`src/rtl/pwm_pair_pkg.sv`:
```
package pwm_pair_pkg;
  localparam logic [2:0] RA_CTRL = 3'd0;
  localparam logic [2:0] RA_STAT = 3'd1;
  localparam logic [2:0] RA_PSC  = 3'd2;
  localparam logic [2:0] RA_MOD  = 3'd3;
  localparam logic [2:0] RA_WA   = 3'd4;
  localparam int BIT_RUN  = 7;
  localparam int BIT_LDOK = 1;
  localparam int BIT_RIE  = 0;
  localparam int PSC_W    = 2;
  localparam int NCH      = 2;
endpackage

```
`src/rtl/pwm_regs.sv`:
```
module pwm_regs
  import pwm_pair_pkg::*;
#(
  parameter int CW = 8
) (
  input  logic                     clk,
  input  logic                     rst_n,
  input  logic                     gen_mode,
  input  logic                     wr_en,
  input  logic                     rd_en,
  input  logic [2:0]               addr,
  input  logic [CW-1:0]            wdata,
  output logic [CW-1:0]            rdata,
  input  logic                     reload,
  output logic                     run,
  output logic                     rie,
  output logic                     ldok,
  output logic                     flag,
  output logic [PSC_W-1:0]         act_psc,
  output logic [CW-1:0]            act_mod,
  output logic [NCH-1:0][CW-1:0]   act_wid
);
  logic [PSC_W-1:0]       stg_psc, buf_psc;
  logic [CW-1:0]          stg_mod, buf_mod;
  logic [NCH-1:0][CW-1:0] stg_wid, buf_wid;
  logic                   rd_seen, wr_ctrl, ldok_nxt, arm;

  assign wr_ctrl = wr_en && gen_mode && (addr == RA_CTRL);

  always_comb begin
    if (!gen_mode)              ldok_nxt = 1'b0;
    else if (wr_ctrl)           ldok_nxt = wdata[BIT_LDOK] && (ldok || rd_seen);
    else if (reload && ldok)    ldok_nxt = 1'b0;
    else                        ldok_nxt = ldok;
  end
  assign arm = ldok_nxt && !ldok;

  always_ff @(posedge clk or negedge rst_n) begin
    if (!rst_n) begin
      run     <= 1'b0;
      rie     <= 1'b0;
      ldok    <= 1'b0;
      rd_seen <= 1'b0;
      flag    <= 1'b0;
      stg_psc <= '0;
      buf_psc <= '0;
      act_psc <= '0;
      stg_mod <= '1;
      buf_mod <= '1;
      act_mod <= '1;
      stg_wid <= '0;
      buf_wid <= '0;
      act_wid <= '0;
    end else begin
      ldok <= ldok_nxt;
      if (!gen_mode) begin
        run <= 1'b0;
        rie <= 1'b0;
      end else if (wr_ctrl) begin
        run <= wdata[BIT_RUN];
        rie <= wdata[BIT_RIE];
      end
      if (!gen_mode || wr_ctrl)                       rd_seen <= 1'b0;
      else if (rd_en && addr == RA_CTRL && !ldok)     rd_seen <= 1'b1;
      if (reload)                                     flag <= 1'b1;
      else if (wr_en && addr == RA_STAT && wdata[0])  flag <= 1'b0;
      if (wr_en && addr == RA_PSC) stg_psc <= wdata[PSC_W-1:0];
      if (wr_en && addr == RA_MOD) stg_mod <= wdata;
      for (int c = 0; c < NCH; c++) begin
        if (wr_en && addr == RA_WA + 3'(c)) stg_wid[c] <= wdata;
      end
      if (arm) begin
        buf_psc <= stg_psc;
        buf_mod <= stg_mod;
        buf_wid <= stg_wid;
      end
      if (reload && ldok) begin
        act_psc <= buf_psc;
        act_mod <= buf_mod;
        act_wid <= buf_wid;
      end
    end
  end

  always_comb begin
    rdata = '0;
    if (addr == RA_CTRL) begin
      if (gen_mode) begin
        rdata[BIT_RUN]  = run;
        rdata[BIT_LDOK] = ldok;
        rdata[BIT_RIE]  = rie;
      end
    end else if (addr == RA_STAT) begin
      rdata[0] = flag;
    end else if (addr == RA_PSC) begin
      rdata[PSC_W-1:0] = stg_psc;
    end else if (addr == RA_MOD) begin
      rdata = stg_mod;
    end else begin
      for (int c = 0; c < NCH; c++) begin
        if (addr == RA_WA + 3'(c)) rdata = stg_wid[c];
      end
    end
  end
endmodule

```
`src/rtl/pwm_timebase.sv`:
```
module pwm_timebase #(
  parameter int CW    = 8,
  parameter int PSC_W = 2
) (
  input  logic             clk,
  input  logic             rst_n,
  input  logic             run,
  input  logic [PSC_W-1:0] psc,
  input  logic [CW-1:0]    modulus,
  output logic [CW-1:0]    cnt,
  output logic             reload
);
  localparam int PC_W = (1 << PSC_W) - 1;

  logic [PC_W-1:0] pc, mask;
  logic            tick, wrap;

  assign mask   = PC_W'((32'd1 << psc) - 32'd1);
  assign tick   = run && (pc == mask);
  assign wrap   = ({1'b0, cnt} + (CW+1)'(1)) >= {1'b0, modulus};
  assign reload = tick && wrap;

  always_ff @(posedge clk or negedge rst_n) begin
    if (!rst_n) begin
      pc  <= '0;
      cnt <= '0;
    end else if (!run) begin
      pc  <= '0;
      cnt <= '0;
    end else begin
      pc <= tick ? '0 : pc + PC_W'(1);
      if (tick) cnt <= wrap ? '0 : cnt + CW'(1);
    end
  end
endmodule

```
`src/rtl/pwm_outstage.sv`:
```
module pwm_outstage #(
  parameter int CW  = 8,
  parameter int NCH = 2
) (
  input  logic                   run,
  input  logic [CW-1:0]          cnt,
  input  logic [NCH-1:0][CW-1:0] wid,
  input  logic [NCH-1:0]         ovr_en,
  input  logic [NCH-1:0]         ovr_val,
  output logic [NCH-1:0]         pins
);
  for (genvar c = 0; c < NCH; c++) begin : g_pin
    assign pins[c] = ovr_en[c] ? ovr_val[c] : (run && (cnt < wid[c]));
  end
endmodule

```
`src/rtl/pwm_pair_gen.sv`:
```
module pwm_pair_gen
  import pwm_pair_pkg::*;
#(
  parameter int CW = 8
) (
  input  logic          clk_i,
  input  logic          rst_ni,
  input  logic          gen_mode_i,
  input  logic          wr_en_i,
  input  logic          rd_en_i,
  input  logic [2:0]    addr_i,
  input  logic [CW-1:0] wdata_i,
  output logic [CW-1:0] rdata_o,
  input  logic [1:0]    ovr_en_i,
  input  logic [1:0]    ovr_val_i,
  output logic [1:0]    pwm_o,
  output logic          irq_o
);
  logic                   run, rie, ldok, flag, reload;
  logic [PSC_W-1:0]       act_psc;
  logic [CW-1:0]          act_mod, cnt;
  logic [NCH-1:0][CW-1:0] act_wid;

  pwm_regs #(.CW(CW)) u_regs (
    .clk(clk_i), .rst_n(rst_ni), .gen_mode(gen_mode_i),
    .wr_en(wr_en_i), .rd_en(rd_en_i), .addr(addr_i), .wdata(wdata_i),
    .rdata(rdata_o), .reload(reload), .run(run), .rie(rie), .ldok(ldok),
    .flag(flag), .act_psc(act_psc), .act_mod(act_mod), .act_wid(act_wid)
  );

  pwm_timebase #(.CW(CW), .PSC_W(PSC_W)) u_tb (
    .clk(clk_i), .rst_n(rst_ni), .run(run), .psc(act_psc),
    .modulus(act_mod), .cnt(cnt), .reload(reload)
  );

  pwm_outstage #(.CW(CW), .NCH(NCH)) u_out (
    .run(run), .cnt(cnt), .wid(act_wid), .ovr_en(ovr_en_i),
    .ovr_val(ovr_val_i), .pins(pwm_o)
  );

  assign irq_o = flag && rie;
endmodule

```
`config.mk`:
```
export PLATFORM = sky130hd
export DESIGN_NAME = pwm_pair_gen
export DESIGN_NICKNAME = d
export VERILOG_FILES = /design/src/rtl/pwm_pair_pkg.sv /design/src/rtl/pwm_regs.sv /design/src/rtl/pwm_timebase.sv /design/src/rtl/pwm_outstage.sv /design/src/rtl/pwm_pair_gen.sv
export SDC_FILE = /design/constraint.sdc
export NUM_CORES = 1
export LEC_CHECK = 0
export BUFFER_PORTS_ARGS = -buffer_cell sky130_fd_sc_hd__buf_2
export CAP_MARGIN = 40
export CORE_AREA = 2 2 97 99
export CTS_CLUSTER_DIAMETER = 80
export DETAILED_ROUTE_END_ITERATION = 16
export DIE_AREA = 0 0 99 101
export PLACE_DENSITY = 0.77
export REMOVE_ABC_BUFFERS = 1
export SETUP_SLACK_MARGIN = 0.5
export SLEW_MARGIN = 20
export SYNTH_ARGS = -nofsm -noshare
export SYNTH_HDL_FRONTEND = slang
export SYNTH_HIERARCHICAL = 1
export SYNTH_SLANG_ARGS = --single-unit
```
`constraint.sdc`:
```
create_clock -name clk_i -period 3.5 [get_ports clk_i]
set_input_delay 0.525 -clock clk_i [delete_from_list [all_inputs] [get_ports clk_i]]
set_output_delay 0.525 -clock clk_i [all_outputs]
set_load 0.02 [all_outputs]
```
# == Word level (Yosys, flattened, before mapping) ==
# Cells that the tools add are included.
# word_totals
register_bits,94
out_inout_bits,11
word_cells,90
# op_classes
add_sub_neg,4
n_lt_le_gt_ge,3
n_eq_ne,8
shift,1
muxes,30
n_reduce_logical,25
# ops
cell,count
8-bit two-way mux,6
1-bit logical AND,18
8-bit less-than comparator,2
1-bit two-way mux,16
8-bit by 1-bit adder with 9-bit output (second input constant),1
9-bit by 8-bit >= comparator with 1-bit output,1
8-bit by 1-bit adder with 8-bit output (second input constant),1
7-bit two-way mux,1
3-bit by 2-bit == test with 1-bit output (second input constant),2
3-bit == test (second input constant),2
2-bit two-way mux,3
3-bit two-way mux,2
6-bit two-way mux,1
5-bit two-way mux,1
2-bit by 1-bit != test with 1-bit output (second input constant),2
2-bit nonzero test,2
3-bit by 1-bit adder with 3-bit output (second input constant),1
3-bit by 1-bit == test with 1-bit output (second input constant),1
3-bit == test,1
3-bit zero test,1
1-bit by 2-bit << shifter with 3-bit output (first input constant),1
3-bit by 1-bit subtractor with 3-bit output (second input constant),1
1-bit zero test,2
1-bit logical OR,2

# == Longest topological paths before layout ==
# Gate-level depths: netlist (run 1).
# depth
word_depth,10
ltp_mapped,13
ltp_nobuf,11

# == Hierarchy ==
# Netlist (run 1), hierarchy kept.
# by_module_without_submodules
mod,n_inst,cells_each,area_each_um2,seq_area_each_um2
pwm_regs,1,229,3467.1,2107.0
pwm_timebase,1,99,863.3,275.3
pwm_outstage,1,51,371.6,0.0
pwm_pair_gen,1,1,6.3,0.0

# == Least setup slack after synthesis (run 1) ==
# No wires, ideal clock.
# synth_timing
kind,reg-to-reg
from,reg u_tb.cnt[0]
to,reg u_regs.act_psc[0]
arrival_ns,3.132
t_required_ns,3.375
setup_slack_ns,0.243
stages_incl_launch_ff,13
period_less_slack_ns,3.257
path_cell_list,dfrtp_1 -> ha_1 -> nand3_1 -> or2_1 -> xnor2_1 -> ha_1 -> and3_1 -> a221o_1 -> a21oi_4 -> a211oi_1 -> nand2_1 -> buf_2 -> mux2_2
# synth_between
elab_chain_len,4
# synth_lines
item,line_no,text
from (decl),pwm_timebase.sv:10,"output logic [CW-1:0] cnt,"
from (signal assigned),pwm_timebase.sv:32,if (tick) cnt <= wrap ? '0 : cnt + CW'(1);
8-bit by 1-bit adder with 9-bit output,pwm_timebase.sv:20,"assign wrap = ({1'b0, cnt} + (CW+1)'(1)) >= {1'b0, modulus};"
9-bit by 8-bit >= comparator with 1-bit output,pwm_timebase.sv:20,
1-bit logical AND,pwm_timebase.sv:21,assign reload = tick && wrap;
via reload,pwm_pair_gen.sv:19,"logic run, rie, ldok, flag, reload;"
1-bit logical AND,pwm_regs.sv:77,if (reload && ldok) begin
to (signal assigned),pwm_regs.sv:78,act_psc <= buf_psc;
to (decl),pwm_regs.sv:19,"output logic [PSC_W-1:0] act_psc,"
# The timed path passes the listed nets, and every way through them passes these cells.
# A chain may end at the register's enable or synchronous reset.

# == Worst setup path after layout (run 1) ==
# layout_timing
from,reg u_tb.cnt[0]
to,reg u_regs.act_mod[3]
# layout_between
elab_chain_len,4
# layout_lines
item,line_no,text
8-bit by 1-bit adder with 9-bit output,pwm_timebase.sv:20,
9-bit by 8-bit >= comparator with 1-bit output,pwm_timebase.sv:20,
1-bit logical AND,pwm_timebase.sv:21,
via reload,pwm_pair_gen.sv:19,
1-bit logical AND,pwm_regs.sv:77,
to (signal assigned),pwm_regs.sv:79,act_mod <= buf_mod;
to (decl),pwm_regs.sv:20,"output logic [CW-1:0] act_mod,"
# The timed path passes the listed nets, and every way through them passes these cells.

==> reports/results.ini, run 1 <==
[run_status]
status = finished clean

[power_and_ir_drop]
powerDensity_mw_per_mm2 = 391
internal_power_uw = 1640
irDropWorstVdd_mv = 0.371
clockPowerShare_pct = 34.2
switching_power_uw = 573
switching_share_pct = 25.9
total_power_uw = 2210
leakage_uw = 0.00266
p_comb_share_pct = 9.6
seq_power_share_pct = 56.1

[final_layout]
final_cells = 554
antenna_cells = 0
final_common_cell = dfrtp_1
post-route-cell-area_mm2 = 0.00566
area_growth_pct = 20.1
fin_nets = 482
drive_above_1_share_pct = 44.9
mostFrequentLayoutCells = dfrtp_1, mux2_2, buf_2

[logic_synthesis]
synthFlopType = dfrtp_1
syn_area_mm2 = 0.00471
ys_types = 51
ys_ff_latch = 94
yosysSeqAreaShare_pct = 50.6
syn_avg_cell_area_um2 = 12.4
yosys_warnings = 6
synth_cells = 380
synth_edf_count = 0
async_flop_share_pct = 100

[drt]
drt-total-wl_um = 12000
ant_nets = 0
vias = 3324
drt_iter0_drc = 314
dr.pass1.iters = 7
routedWlPerCell_um = 21.6
drc = 0
viasPerCell = 6.00

[die]
die_area_mm2 = 0.0100
core-area_mm2 = 0.00898
start_util_pct = 52.4
rows = 35
die_x_um = 99
die_h_um = 101
pin_count = 31

[setup_path]
critical-path-slowest-cell = dfrtp_2
cp_num_cells = 13
critPathRequiredTime_ps = 3790
worstSetupEndpoint = u_regs/act_mod[3]
startpoint_type = flop
rr_worst_depth = 13
reg2reg_to = u_regs/act_mod[3]
crit_buf_inv = 2
cp.arrival_ps = 3360
critPathLaunch = u_tb/cnt[0]
r2r_slack_ps = 430
cp_top_family = compound AO/OA/AOI/OAI gates
cpPeakStageDelay_ps = 450
critPathCaptureType = flop
crit_type = reg2reg
timing.rr.start = u_tb/cnt[0]
path_cells = ha_4, nand3_4, or2_4, xnor2_2, ha_1, a21o_1, a221o_1, a21oi_4, a211oi_4, nand2_4, buf_12, buf_16, mux2_2
cp_max_fo = 7

[grt]
track_usage_pct = 23.5
overflow = 0
grt_max_degree = 50
antenna_found_initial = 0
grt_pass1_vias = 3489
grt_pass1_wl_um = 17900

[placement]
dp_slack_ps = 256
place_inst = 516
gp_congestion = 0.836
placed_cell_area_mm2 = 0.00502
dp.final_hpwl_um = 6870
portBuffers = 30

[sta]
period_share_pct = 87.6
final.setup.tns_ps = 0
fin_skew_ps = 11.7
setup_viol = 0
post-route-min-period_ps = 3070
timing.final.ws_setup_ps = 435
fmax_mhz = 326
drv_slew = 0
hold_violations = 0
tightest_slew_ps = 696
relSlewSlack_pct = 53.4
grt_setup_unrepaired = true

[cts]
clk_latency_ps = 370
cts.sinks = 94
cts_max_path_buffers = 2
h-tree-depth = 3
hold_buffers = 0
cts_tree = done
numCtsBuffers = 9
root_buffer = clkbuf_8
clkTransAtPathRegs_ps = 100

[flow_run]
maxCapViolCount = 0

[worst_hold_path]
hold_path_class = in2async

## power by group through the flow
stage,Clock (µW),Sequential [µW],Combinational (µW)
finish,758,1240,213
global route,804,1250,232
floorplan,0,1240,130
CTS,765,1240,214
global placement,0,1250,201
detailed placement,0,1260,212
## kinds of logic after synthesis
kind of cell / share of synthesized area, %
flops: 50.6
mux: 21.2
simple gates: 9.46
compound gates: 7.10
buf+inv: 3.75
fa+ha+maj: 6.38
xor+xnor: 1.49
## final cells by class
| type | count | area, µm² |
|---|---|---|
| fillers | 624 | 3320 |
| flip-flops and latches | 94 | 2390 |
| clock buffers | 10 | 138 |
| multi-input cells | 245 | 2320 |
| well taps | 111 | 139 |
| inverters | 28 | 105 |
| clock inverters | 6 | 67.6 |
| repair buffers | 60 | 493 |
## worst min-delay path by stage
stage	startpoint	end	slack, ps	cells after the start
floorplan	rst_ni	u_regs/act_psc[0]	230	0
global placement	u_regs/buf_wid[6]	u_regs/buf_wid[6]	480	1
detailed placement	rst_ni	u_regs/stg_wid[9]	450	1
CTS	rst_ni	u_regs/stg_wid[9]	40	1
global route	rst_ni	u_regs/stg_wid[9]	60	1
finish	rst_ni	u_regs/stg_psc[1]	50	1
## cell usage after synthesis, types with 2 or more instances
| cell type | instances | area, µm² |
|---|---|---|
| xnor2_1 | 6 | 52.6 |
| nor4bb_1 | 2 | 20.0 |
| o21ai_0 | 12 | 60.1 |
| a211oi_1 | 5 | 37.5 |
| nand4_1 | 6 | 37.5 |
| nor3_1 | 2 | 10.0 |
| a31oi_1 | 4 | 25.0 |
| xor2_1 | 2 | 17.5 |
| mux2_1 | 4 | 45.0 |
| nor2_1 | 9 | 33.8 |
| o21a_1 | 3 | 22.5 |
| dfrtp_1 | 70 | 1750 |
| mux2i_1 | 11 | 110 |
| nor3b_1 | 2 | 15.0 |
| and3_1 | 3 | 18.8 |
| buf_6 | 2 | 22.5 |
| o22ai_1 | 2 | 12.5 |
| mux2_2 | 75 | 845 |
| nor2b_1 | 4 | 25.0 |
| buf_2 | 6 | 30.0 |
| inv_1 | 28 | 105 |
| nand2_1 | 21 | 78.8 |
| a21oi_1 | 6 | 30.0 |
| o2111ai_1 | 3 | 26.3 |
| a21o_1 | 3 | 22.5 |
| nand3_1 | 6 | 30.0 |
| nand3b_1 | 2 | 15.0 |
| a221o_1 | 2 | 20.0 |
| and2_1 | 3 | 18.8 |
| o211ai_1 | 3 | 22.5 |
| nand2b_1 | 3 | 18.8 |
| ha_1 | 24 | 300 |
| clkbuf_1 | 5 | 18.8 |
| dfstp_2 | 24 | 631 |
## repair_timing
item                       CTS  global route
buffers inserted            14             5
cloned                       2             1
resized for setup           18            29
setup endpoints to repair   26            30
pin swaps                    6             9
## registers in the layout (all words and copies together), names as in the netlist, 3 cells and up
signal          flops
u_regs/act_wid     16
u_regs/buf_wid     16
u_regs/stg_wid     16
u_regs/act_mod      8
u_regs/buf_mod      8
u_regs/stg_mod      8
u_tb/cnt            8
u_tb/pc             3
## metal layers
metal | wire length, µm | share of wire [%] | GRT usage (%) | vias to the layer above
li1 | - | - | - | 1473
met1 | 4730 | 40 | 28.8 | 1689
met2 | 6170 | 52 | 40.4 | 116
met3 | 549 | 4.6 | 4.37 | 46
met4 | 513 | 4.3 | 10.6 | 0
met5 | 0 | 0 | 0 | -
## per-stage QoR
stage / utilization (%) / hold WS (ps)
3_5_place_dp: 55.9 / 449
3_3_place_gp: 55.6 / 480
6_report: 63.0 / 48.3
2_1_floorplan: - / 229
4_1_cts: 61.0 / 44.7
5_1_grt: 63.0 / 64.9
Note: power is estimated with default switching activity, not from simulation.
==> run 2, diff against run 1 <==
Settings changed: CELL_PAD_IN_SITES_DETAIL_PLACEMENT set to 1, CELL_PAD_IN_SITES_GLOBAL_PLACEMENT set to 1, CORE_AREA 2 2 97 99 to 2 2 106 108, DIE_AREA 0 0 99 101 to 0 0 108 110, PLACE_DENSITY 0.77 to 0.78.
==> run 2 against run 1 <==
Effect of this change:
- clock power decreased by 6.6%
- count of clock-buffer cells in the layout grew 1
- core utilization is 11 points lower
- design area fell by 2.1%
- hold slack better by 140 ps
- sequential power barely moved
- critical path type unchanged
- largest power group unchanged
==> reports/results.ini, run 2 (synthesis gave the netlist of run 1 again) <==
[run_status]
status = finished clean

[drt]
drc = 0  ; unchanged
dr.pass1.iters = 4  ; -3
met2WireLength_um = 6320  ; +2.5%
viasPerCell = 5.62  ; -6.3%
drt_iter0_drc = 168  ; -46%
top_layer_used = met4
drt-met1-wl_um = 5350  ; +13%
wl_met3_um = 242  ; -56%
drt-total-wl_um = 12100  ; +1.0%
vias = 3266  ; -1.7%
ant_nets = 0  ; unchanged
routedWlPerCell_um = 20.8  ; -3.7%

[setup_path]
critPathRequiredTime_ps = 3750  ; -40 ps
crit_type = reg2reg
r2r_slack_ps = 440  ; about the same
cp.arrival_ps = 3310  ; -50 ps
critPathCaptureType = flop
cp_max_fo = 5  ; -2
rr_worst_depth = 13  ; unchanged
reg2reg_to = u_regs/act_wid[12]
startpoint_type = flop
timing.rr.start = u_tb/cnt[3]

[grt]
grt_pass1_vias = 3383  ; -3.0%
overflow = 0  ; unchanged
grt_pass1_wl_um = 18000  ; +0.62%
track_usage_pct = 20.0  ; -3.5 points
grt_max_degree = 54  ; +8.0%
antenna_found_initial = 0  ; unchanged

[final_layout]
mostFrequentLayoutCells = mux2_2, dfrtp_1, buf_2
fin_nets = 480  ; -0.41%
final_common_cell = mux2_2
post-route-cell-area_mm2 = 0.00554  ; -2.1%
reg_top3 = u_regs/act_wid: 16 flops, u_regs/buf_wid: 16 flops, u_regs/stg_wid: 16 flops
antenna_cells = 0  ; unchanged
area_growth_pct = 17.6
drive_above_1_share_pct = 43.8  ; -1.2 points
fill_cells = 1113  ; +78%

[sta]
grt_setup_unrepaired = true
relSlewSlack_pct = 48.4  ; -5.0 points
final.setup.tns_ps = 0  ; unchanged
tightest_slew_ps = 772  ; +76.4 ps
timing.final.ws_setup_ps = 443  ; +8.65 ps
hold_violations = 0  ; unchanged
fin_skew_ps = 7.19  ; -4.46 ps
period_share_pct = 87.3  ; -0.25 points
fmax_mhz = 327  ; +0.28%
setup_viol = 0  ; unchanged
post-route-min-period_ps = 3060  ; -8.65 ps
holdWs_ps = 188  ; +140 ps
drv_slew = 0  ; unchanged

[placement]
placed_cell_area_mm2 = 0.00504  ; +0.37%
portBuffers = 30  ; unchanged
gp_congestion = 0.815  ; -2.5%
dp_slack_ps = 271  ; +15.3 ps
dp.final_hpwl_um = 7850  ; +14%

[cts]
h-tree-depth = 3  ; unchanged
numCtsBuffers = 9  ; unchanged
hold_buffers = 0  ; unchanged
clkTransAtPathRegs_ps = 90  ; about the same
cts.sinks = 94  ; unchanged
cts_tree = done
clk_latency_ps = 360  ; about the same
root_buffer = clkbuf_8
cts_max_path_buffers = 2  ; unchanged

[die]
die_x_um = 108  ; +9.1%
die_area_mm2 = 0.0119  ; +19%
start_util_pct = 44.0  ; -8.4 points
core-area_mm2 = 0.0107  ; +19%
rows = 38  ; +8.6%
pin_count = 31  ; unchanged
die_h_um = 110  ; +8.9%

[power_and_ir_drop]
leakage_uw = 0.00254  ; -4.3%
irDropWorstVdd_mv = 0.275  ; -26%
powerDensity_mw_per_mm2 = 390  ; -0.27%

[flow_run]
maxCapViolCount = 0  ; unchanged

[worst_hold_path]
hold_path_class = in2async

-- run 2: final cells by class --
type | instances | area [µm²] | share of cell area, %
timing repair buffer | 58 | 437 | 7.89
multi-input combinational | 245 | 2240 | 40.5
clock buffer | 11 | 131 | 2.37
clock inverter | 5 | 58.8 | 1.06
sequential | 94 | 2390 | 43.1
inverter | 28 | 105 | 1.90
tap | 140 | 175 | 3.16
-- run 2: what timing repair did --
action | in CTS | in global routing
pin swaps | 3 | 6
cloned | 1 | 1
setup endpoints to repair | 26 | 27
buffers inserted | 4 | 12
gates resized for setup | 15 | 15
-- run 2: power breakdown --
part / switching (µW) / total (µW) / internal (µW) / leakage [µW]
logic: 108 / 211 / 103 / 0.00127
clock network: 376 / 708 / 332 / 0.0000899
registers: 61.8 / 1240 / 1180 / 0.00118
-- run 2: worst max-delay path, stage by stage, from the launching register on --
cell,delay [ps]
dfrtp_1,420
inv_1,140
or3_4,400
xor2_2,170
inv_1,80
ha_1,270
and3_4,170
a221o_1,320
a21oi_4,150
a211oi_4,90
nand2_2,120
buf_6,140
clkbuf_16,140
mux2_2,320
-- run 2: stage by stage --
stage	util, %	cells	total power (µW)
finish	51.8	581	2160
floorplan	-	367	1370
detailed placement	47.1	547	1470
global placement	47.1	547	1460
CTS	50.0	568	2180
global route	51.8	581	2250
-- run 2: layer usage --
layer | GRT usage, % | vias to the layer above
met5 | 0 | -
met4 | 5.86 | 0
met3 | 2.65 | 12
met2 | 35.3 | 44
met1 | 25.9 | 1746
li1 | - | 1464
-- run 2: worst max-delay path by stage --
| stage | startpoint | to | slack, ps |
|---|---|---|---|
| finish | u_tb/cnt[3] | u_regs/act_wid[12] | 440 |
| detailed placement | u_tb/cnt[0] | u_regs/act_wid[3] | 270 |
| floorplan | u_tb/cnt[0] | u_regs/act_psc[0] | 50 |
| CTS | u_tb/cnt[1] | u_regs/act_psc[0] | 480 |
| global route | u_tb/cnt[3] | u_regs/act_wid[15] | 400 |
| global placement | u_tb/cnt[0] | u_regs/act_wid[4] | 380 |
